`src/rtl/irq_hub_pkg.sv`:
```
package irq_hub_pkg;

  typedef enum logic [1:0] {
    IRQ_LIVE_LEVEL = 2'd0,
    IRQ_EDGE_W1C   = 2'd1,
    IRQ_LEVEL_W0C  = 2'd2
  } irqMode_e;

  // Strobes from the port decoder to the register datapath
  typedef struct packed {
    logic maskWr;
    logic statWr;
    logic rdEn;
    logic rdStat;
  } regStb_t;

endpackage

```
`src/rtl/irq_hub_ctrl.sv`:
```
module irq_hub_ctrl
  import irq_hub_pkg::*;
(
  input  logic    regSel,
  input  logic    regWr,
  input  logic    regAddr,
  output regStb_t stb
);

  always_comb begin
    stb.maskWr = regSel & regWr & ~regAddr;
    stb.statWr = regSel & regWr & regAddr;
    stb.rdEn   = regSel;
    stb.rdStat = regAddr;
  end

endmodule

```
`src/rtl/irq_hub_dpath.sv`:
```
module irq_hub_dpath
  import irq_hub_pkg::*;
#(
  parameter int       NUM_LINES = 32,
  parameter irqMode_e MODE      = IRQ_EDGE_W1C,
  localparam int      IDX_W     = $clog2(NUM_LINES)
) (
  input  logic                 clk,
  input  logic                 rstN,
  input  logic [NUM_LINES-1:0] srcIn,
  input  regStb_t              stb,
  input  logic [NUM_LINES-1:0] wdata,
  output logic [NUM_LINES-1:0] statusOut,
  output logic [NUM_LINES-1:0] maskOut,
  output logic [NUM_LINES-1:0] rdata,
  output logic                 cpuIrq,
  output logic [IDX_W-1:0]     pendIdx,
  output logic                 pendValid
);

  logic [NUM_LINES-1:0] syncA;
  logic [NUM_LINES-1:0] syncB;
  logic [NUM_LINES-1:0] maskQ;
  logic [NUM_LINES-1:0] statusVal;

  // Two-stage synchronizer on every source line
  always_ff @(posedge clk) begin
    if (!rstN) begin
      syncA <= '0;
      syncB <= '0;
    end else begin
      syncA <= srcIn;
      syncB <= syncA;
    end
  end

  always_ff @(posedge clk) begin
    if (!rstN)           maskQ <= '0;
    else if (stb.maskWr) maskQ <= wdata;
  end

  generate
    if (MODE == IRQ_LIVE_LEVEL) begin : g_live
      logic unusedStatWr;
      assign unusedStatWr = stb.statWr;
      assign statusVal    = syncB;
    end else begin : g_latch
      logic [NUM_LINES-1:0] statusQ;
      logic [NUM_LINES-1:0] setVec;
      logic [NUM_LINES-1:0] clrVec;

      if (MODE == IRQ_EDGE_W1C) begin : g_edge
        logic [NUM_LINES-1:0] prevB;
        always_ff @(posedge clk) begin
          if (!rstN) prevB <= '0;
          else       prevB <= syncB;
        end
        assign setVec = syncB & ~prevB;
        assign clrVec = stb.statWr ? wdata : '0;
      end else begin : g_lvl
        assign setVec = syncB;
        assign clrVec = stb.statWr ? ~wdata : '0;
      end

      // Set has priority over a clear landing in the same cycle
      always_ff @(posedge clk) begin
        if (!rstN) statusQ <= '0;
        else       statusQ <= (statusQ & ~clrVec) | setVec;
      end
      assign statusVal = statusQ;
    end
  endgenerate

  // Lowest index wins: scan from the top so the last hit is the smallest
  always_comb begin
    pendIdx   = '0;
    pendValid = 1'b0;
    for (int i = NUM_LINES - 1; i >= 0; i--) begin
      if (statusVal[i]) begin
        pendIdx   = IDX_W'(i);
        pendValid = 1'b1;
      end
    end
  end

  always_comb begin
    if (!stb.rdEn)       rdata = '0;
    else if (stb.rdStat) rdata = statusVal;
    else                 rdata = maskQ;
  end

  assign cpuIrq    = |(statusVal & maskQ);
  assign statusOut = statusVal;
  assign maskOut   = maskQ;

endmodule

```
`src/rtl/irq_hub.sv`:
```
module irq_hub
  import irq_hub_pkg::*;
#(
  parameter int       NUM_LINES = 32,
  parameter irqMode_e MODE      = IRQ_EDGE_W1C,
  localparam int      IDX_W     = $clog2(NUM_LINES)
) (
  input  logic                 clk,
  input  logic                 rstN,
  input  logic [NUM_LINES-1:0] srcIn,
  input  logic                 regSel,
  input  logic                 regWr,
  input  logic                 regAddr,
  input  logic [NUM_LINES-1:0] regWdata,
  output logic [NUM_LINES-1:0] regRdata,
  output logic                 cpuIrq,
  output logic [IDX_W-1:0]     pendIdx,
  output logic                 pendValid
);

  regStb_t              stb;
  logic [NUM_LINES-1:0] statusBus;
  logic [NUM_LINES-1:0] maskBus;

  irq_hub_ctrl u_ctrl (
    .regSel  (regSel),
    .regWr   (regWr),
    .regAddr (regAddr),
    .stb     (stb)
  );

  irq_hub_dpath #(
    .NUM_LINES (NUM_LINES),
    .MODE      (MODE)
  ) u_dpath (
    .clk       (clk),
    .rstN      (rstN),
    .srcIn     (srcIn),
    .stb       (stb),
    .wdata     (regWdata),
    .statusOut (statusBus),
    .maskOut   (maskBus),
    .rdata     (regRdata),
    .cpuIrq    (cpuIrq),
    .pendIdx   (pendIdx),
    .pendValid (pendValid)
  );

endmodule

```
`config.mk`:
```
export PLATFORM = sky130hd
export DESIGN_NAME = irq_hub
export DESIGN_NICKNAME = d
export VERILOG_FILES = /design/src/rtl/irq_hub_pkg.sv /design/src/rtl/irq_hub_ctrl.sv /design/src/rtl/irq_hub_dpath.sv /design/src/rtl/irq_hub.sv
export SDC_FILE = /design/constraint.sdc
export NUM_CORES = 1
export LEC_CHECK = 0
export BUFFER_PORTS_ARGS = -buffer_cell sky130_fd_sc_hd__buf_2
export CAP_MARGIN = 0
export CELL_PAD_IN_SITES_DETAIL_PLACEMENT = 1
export CELL_PAD_IN_SITES_GLOBAL_PLACEMENT = 1
export CORE_AREA = 2 2 97 170
export DETAILED_ROUTE_END_ITERATION = 6
export DIE_AREA = 0 0 99 172
export PLACE_DENSITY = 0.74
export SLEW_MARGIN = 10
export SYNTH_ARGS = -nofsm -noshare
export SYNTH_HDL_FRONTEND = slang
export SYNTH_SLANG_ARGS = --single-unit
```
`constraint.sdc`:
```
create_clock -name clk -period 1.6 [get_ports clk]
set_input_delay 0.24 -clock clk [delete_from_list [all_inputs] [get_ports clk]]
set_output_delay 0.24 -clock clk [all_outputs]
set_load 0.01 [all_outputs]
```
# == Word-level counts from Yosys, hierarchy flattened ==
# Index checks and enable logic that the tools add are counted.
# op_classes
bitwise,10
n_mux,67
reduce_logical,1
# op_table
op,count
2-to-1 mux 5 bit,32
AND 32 bit,3
2-to-1 mux 32 bit,3
inverter 32 bit,2
2-to-1 mux 1 bit,32
OR 32 bit,1
OR reduction 32 bit,1
AND 1 bit,3
inverter 1 bit,1
# totals
output_inout_bits,39
register_bits,160
word_cells,83
inputBits,69

# == Longest topological paths before layout ==
# Gate-level depths: netlist of run 1.
# logic_depth
ltp_word,32
depth_mapped,7
ltp_nobuf,5

# == Hierarchy ==
# From an unflattened synthesis of run 1, not the netlist that was laid out.
# unflattened
cells_unflattened,634
area_unflattened_um2,6214.7
# modules_own_cells
mod,area_per_inst_um2,instances,seq_area_each_um2,cells_per_inst
irq_hub_dpath,6183.4,1,3203.1,630
irq_hub_ctrl,31.3,1,0.0,4

# == Worst setup path after synthesis of run 1 ==
# OpenSTA, ideal clock, no wires.
# synth_timing
kind,reg2out
from,"reg u_dpath.g_latch.statusQ[9], in the netlist u_dpath.statusOut[9]"
to,out pendIdx[0]
required_time_ps,1360
path_buffers,1
arrival_ps,1303
path_slack_ps,57
stages_incl_launch_ff,6
path_cell_list,dfxtp_1 clkbuf_1 a21oi_1 nor4_2 a2111oi_0 a221oi_1
# synth_between
elab_chain_cells,10
# synth_lines
element,line,rtl
"start, declared",irq_hub_dpath.sv:48,logic [NUM_LINES-1:0] statusQ;
"start signal, assigned",irq_hub_dpath.sv:68,else statusQ <= (statusQ & ~clrVec) | setVec;
2-to-1 mux 5 bit (10 in series),irq_hub_dpath.sv:79,if (statusVal[i]) begin
"end, declared",irq_hub.sv:17,"output logic [IDX_W-1:0] pendIdx,"
# No other way between the ends.

# == Final worst setup path of run 1 ==
# layout_timing
from,"reg u_dpath.g_latch.statusQ[11], in the netlist u_dpath.statusOut[11]"
to,out pendIdx[0]
# layout_between
elab_chain_cells,12
# layout_lines
element,line
2-to-1 mux 5 bit (12 in series),irq_hub_dpath.sv:79
# No other way between the ends.

==> summary.txt, run 1 <==
Root Driver: clkbuf_16
Worst hold path class: input pin to flop
Number of diodes: 0
Post-synth EDFFs: 0
Fin. Hold Viols: 0
DRT antenna net count: 0
Setup TNS: -3.360 ns
Final setup violating endpoints: 7
CTS tree: done
Port bufs: 107
Outcome: finished with violations
Max-slew violations: 0
Clock latency on the worst-skew pair: 0.42 ns
Ys flop type: dfxtp_1
Initial antenna violation count: 0
Sequential area share after synthesis: 51.83%
Avg WL per Cell: 18.78 um
Vias in the first global route: 5811
Rel. slew slack: 68.92%
Crit path max fanout: 5
Initial Util: 39.50%
Tcrit/Tclk final: 133.2%
Clock-pin slew on the worst setup and hold paths: 0.06 ns
Post-synth top area share: 51.83%
Yosys warns: 0
Layout Area Growth over Synthesis: 40.74%
Pwr Density: 1078 nW/um^2
Top cells by area in the synthesized netlist: dfxtp_1 52%, and2_1 9.8%, nor2b_1 9.0%
Worst Tran Pin Value: 0.4653 ns
Cts bufs inserted: 17
Max_cap viols: 0
Layout cells sized above 1: 37.13%
Die W: 99 um
Syn avg cell area: 9.307 um^2
Final Wtd Congestion: 0.8665
DP Worst Slack: -0.2825 ns
Core region area: 15650 um^2
Commonest cells post-synth: 160 x dfxtp_1, 97 x and2_1, 93 x nand2_1
Initial drt markers: 153
Via density: 4.980
Final net count: 927
Synth async-reset ratio: 0%
DRC: 0
Cell Area, Synth: 6180 um^2
Static Leak: 3.693 nW
Syn Inst Count: 664
Largest net degree at the start of global routing: 52
FP Rows: 61
Clock sink total: 160
CP Launch Type: flop
Post-synthesis sequential element count: 160
Layout Skew: 0.006023 ns
H-tree Lvls: 4
Synth Net Count: 733
Hold_ws: 0.01914 ns
Area leader, netlist: dfxtp_1
Max VDD drop: 1.288 mV
Critical Path End Type: primary output
Die area: 17030 um^2
CTS Buffer Depth: 2
Final min period: 2.131 ns
Crit path setup slack, layout: -0.5308 ns
# IOs: 108
Grt ovf: 0
Global-route wire length before repair: 31.44 mm
Total GRT Usage: 24.42%
Worst EP arrival: 1.89 ns
Failing checks: negative setup slack
DR pass1 iterations: 4
Final wirelength: 19.89 mm
Crit path required time: 1.36 ns
RSZ-0062 raised after global routing: true
Total power: 9.376 mW
Crit Path Class: flop to primary output
Fmax: 469.3 MHz
Most numerous cell in the Yosys netlist: dfxtp_1
Die Height: 172 um
Final Util: 55.59%
Via count: 5274
Hold_buf cts: 0
Unique cell type count in the Yosys netlist: 35
HPWL Detailed: 15.24 mm
-- worst paths after layout --
kind | from | to | slack, ns | cells past startpoint
setup / recovery | u_dpath.statusOut[11]$_SDFF_PN0_ | pendIdx[0] | -0.53 | 7
hold / removal | srcIn[14] | u_dpath.syncA[14]$_SDFF_PN0_ | 0.02 | 2
setup reg to reg | u_dpath.statusOut[21]$_SDFF_PN0_ | u_dpath.statusOut[21]$_SDFF_PN0_ | 0.57 | 5
hold reg to reg | u_dpath.syncA[4]$_SDFF_PN0_ | u_dpath.syncB[4]$_SDFF_PN0_ | 0.44 | 1
-- sequential cells by signal (all words and copies together) (netlist names) --
signal	cells
u_dpath.g_latch.g_edge.prevB	32
u_dpath.syncA	32
u_dpath.statusOut	32
u_dpath.syncB	32
u_dpath.maskOut	32
-- layer usage --
layer  vias to the layer above  track usage [%]  share of wire [%]
li1                       2582                -                  -
met1                      2539            26.90                 39
met2                       109            44.83                 53
met3                        44            3.961                2.5
met4                         0            12.15                4.7
met5                         -                0                  0
-- what timing repair did --
action | CTS | global route
endpoints found under the setup margin | 22 | 26
gates resized for setup | 72 | 45
endpoints found under the hold margin | 0 | 0
pin swaps | 18 | 6
setup buffers | 7 | 3
-- cell type report --
type / instances / area (um^2)
fillers: 1757 / 6949
flip-flops and latches: 160 / 3274
multi-input cells: 460 / 3126
repair buffers: 212 / 1471
clock buffers: 20 / 456.7
well taps: 189 / 236.5
clock inverters: 11 / 106.4
inverters: 7 / 26.28
-- through the flow --
| stage | cells | cell area (um^2) |
|---|---|---|
| global route | 1059 | 8697 |
| CTS | 1057 | 8506 |
| finish | 1059 | 8697 |
| floorplan | 664 | 6180 |
| detailed placement | 1020 | 7629 |
| global placement | 1020 | 7629 |
-- layout by cell type (no fill, tap or decap), drive strengths merged --
master / n
nand3: 1
nor2: 12
o31ai: 4
clkinvlp: 3
nor2b: 89
mux2i: 32
inv: 11
bufinv: 1
a21oi: 39
nor4: 8
o21ai: 3
or2: 1
a211oi: 1
nand2: 93
or4: 5
a2111oi: 2
clkbuf: 20
nor3b: 1
a21boi: 33
dfxtp: 160
nand4: 5
clkinv: 3
o2111ai: 1
and3: 1
nor3: 5
a22oi: 16
o21a: 7
and2: 97
nand2b: 1
buf: 212
a21o: 1
a221oi: 2
-- power breakdown --
| part | switching [mW] | total, mW | internal (mW) |
|---|---|---|---|
| Clock | 1.65 | 3.88 | 2.23 |
| Sequential | 0.132 | 4.28 | 4.14 |
| Combinational | 0.583 | 1.22 | 0.639 |
| Total | 2.36 | 9.38 | 7.01 |
-- logic make-up after synthesis --
kind of cell	after synthesis	share of synthesized area, %
AO/OA/AOI/OAI	109	11.70
buffers and inverters	44	2.956
flip-flops	160	51.83
multiplexers	32	5.183
AND/OR/NAND/NOR	319	28.33
-- critical path, cell delays in order (launching register included) --
cell	delay (ns)
dfxtp_4	0.36
nand2b_4	0.14
a21oi_2	0.16
nor4_4	0.05
buf_4	0.15
a2111oi_4	0.35
a221oi_2	0.11
buf_2	0.15
Power figures use the tool's default switching activity.
==> run 2, diff against run 1 <==
Settings changed: CELL_PAD_IN_SITES_DETAIL_PLACEMENT 1 to 0.
==> summary.txt, run 2 (synthesis gave the netlist of run 1 again) <==
Max VDD drop: 0.8271 mV
Largest stage delay, worst path: 0.56 ns
H-tree Lvls: 4
DP Worst Slack: -0.2882 ns
Hold path startpoint: srcIn[24]
Hold Path Cell Cnt: 2
Worst r2r dst: u_dpath.statusOut[24]$_SDFF_PN0_
RSZ-0062 raised after global routing: true
Fin. Hold Viols: 0
Avg WL per Cell: 17.30 um
Outcome: finished with violations
CP Launch Type: flop
Worst reg2reg path depth: 4
Layout Skew: 0.01211 ns
Final min period: 2.156 ns
Hold_ws: 0.02199 ns
Largest net degree at the start of global routing: 52
DRC: 0
Initial drt markers: 230
Setup TNS: -3.404 ns
Min-Delay Endpoint: u_dpath.syncA[24]$_SDFF_PN0_
Cts bufs inserted: 17
FP Rows: 61
Layer with the highest usage: met2
Fill cell count: 1423
Critical Path End Type: primary output
Clock sink total: 160
Most frequent CP cell: buf_6
Tcrit/Tclk final: 134.8%
Worst Tran Pin Value: 0.4299 ns
Initial Util: 39.50%
Pwr Density: 1088 nW/um^2
Crit path required time: 1.36 ns
Met2 Use GR: 38.48%
Layout Area Growth over Synthesis: 41.99%
Most frequent cells in the layout: 129 x dfxtp_1, 105 x buf_2, 96 x and2_1, 91 x nand2_1, 89 x nor2b_1
Crit path setup slack, layout: -0.5565 ns
Die area: 17030 um^2
Fmax: 463.7 MHz
DRT antenna net count: 0
Dpl cell area: 7629 um^2
Core region area: 15650 um^2
Final net count: 930
CTS tree: done
Via density: 4.901
Global-route wire length before repair: 28.59 mm
Layout cells sized above 1: 38.33%
GRT met3 Usage: 3.557%
Failing checks: negative setup slack
Initial antenna violation count: 0
Max-slew violations: 0
Final Wtd Congestion: 0.8665
Vias in the first global route: 5312
Critical path's slowest cell: or4_4
Crit path max fanout: 5
Total power: 9.546 mW
Worst EP arrival: 1.92 ns
Clock-pin slew on the worst setup and hold paths: 0.07 ns
Grt ovf: 0
Clock latency on the worst-skew pair: 0.42 ns
Crit-path cells: buf_6, a22oi_2, nand4_1, or4_4, buf_6
Die W: 99 um
Die Height: 172 um
Rel. slew slack: 71.08%
Most common cell after layout, fill and taps aside: dfxtp_1
Static Leak: 3.751 nW
Design area: 8775 um^2
Total GRT Usage: 22.18%
GRT met1 Usage: 26.25%
Worst hold path class: input pin to flop
DR pass1 iterations: 4
Root Driver: clkbuf_16
Crit Path Class: flop to primary output
Port bufs: 107
Worst r2r src: u_dpath.statusOut[24]$_SDFF_PN0_
HPWL Detailed: 13.91 mm
# IOs: 108
Max_cap viols: 0
Via count: 5210
CTS Buffer Depth: 2
Final wirelength: 18.39 mm
Final setup violating endpoints: 9
Number of diodes: 0
R2R setup slack: 0.57 ns
## run 2: what timing repair did
item / 4_1_cts / 5_1_grt
buffers inserted: 8 / 7
hold buffers: 0 / 0
endpoints found under the hold margin: 0 / 0
endpoints found under the setup margin: 19 / 24
pin swaps: 19 / 12
resized for setup: 83 / 43
## run 2: layout make-up
type	instances	area, um^2	share of cell area (%)
Sequential cell	160	3274	37.32
Multi-Input combinational cell	460	3133	35.71
Timing Repair Buffer	215	1508	17.18
Clock buffer	18	439.2	5.005
Tap cell	189	236.5	2.695
Clock inverter	14	157.7	1.797
Inverter	7	26.28	0.2994
## run 2: power breakdown
part	switching, mW	internal, mW	total [mW]
Combinational	0.573	0.656	1.23
Clock	1.90	2.15	4.05
Sequential	0.127	4.14	4.27
Total	2.60	6.94	9.55
## run 2: metal layers
metal,wire (um),vias to the layer above
met2,9337,128
met1,7456,2458
met4,866,0
li1,-,2590
met3,730,34
met5,0,-
## run 2: critical path, delay by kind of cell (launching register included)
kind	cells	cell delay, ns
AO/OA/AOI/OAI	1	0.18
AND/OR/NAND/NOR	2	0.69
flip-flops	1	0.37
buffers and inverters	2	0.26
## run 2: metrics by stage
stage | cells | util [%]
5_1_grt | 1063 | 56.08
3_3_place_gp | 1020 | 48.76
2_1_floorplan | 664 | -
6_report | 1063 | 56.08
4_1_cts | 1057 | 54.71
3_5_place_dp | 1020 | 48.76
## run 2: worst max-delay path by stage
| stage | end | from |
|---|---|---|
| floorplan | pendIdx[0] | u_dpath.statusOut[9]$_SDFF_PN0_ |
| finish | cpuIrq | u_dpath.statusOut[28]$_SDFF_PN0_ |
| global route | pendIdx[0] | u_dpath.statusOut[28]$_SDFF_PN0_ |
| global placement | pendIdx[0] | u_dpath.statusOut[24]$_SDFF_PN0_ |
| detailed placement | pendIdx[1] | u_dpath.statusOut[4]$_SDFF_PN0_ |
| CTS | pendIdx[0] | u_dpath.statusOut[11]$_SDFF_PN0_ |
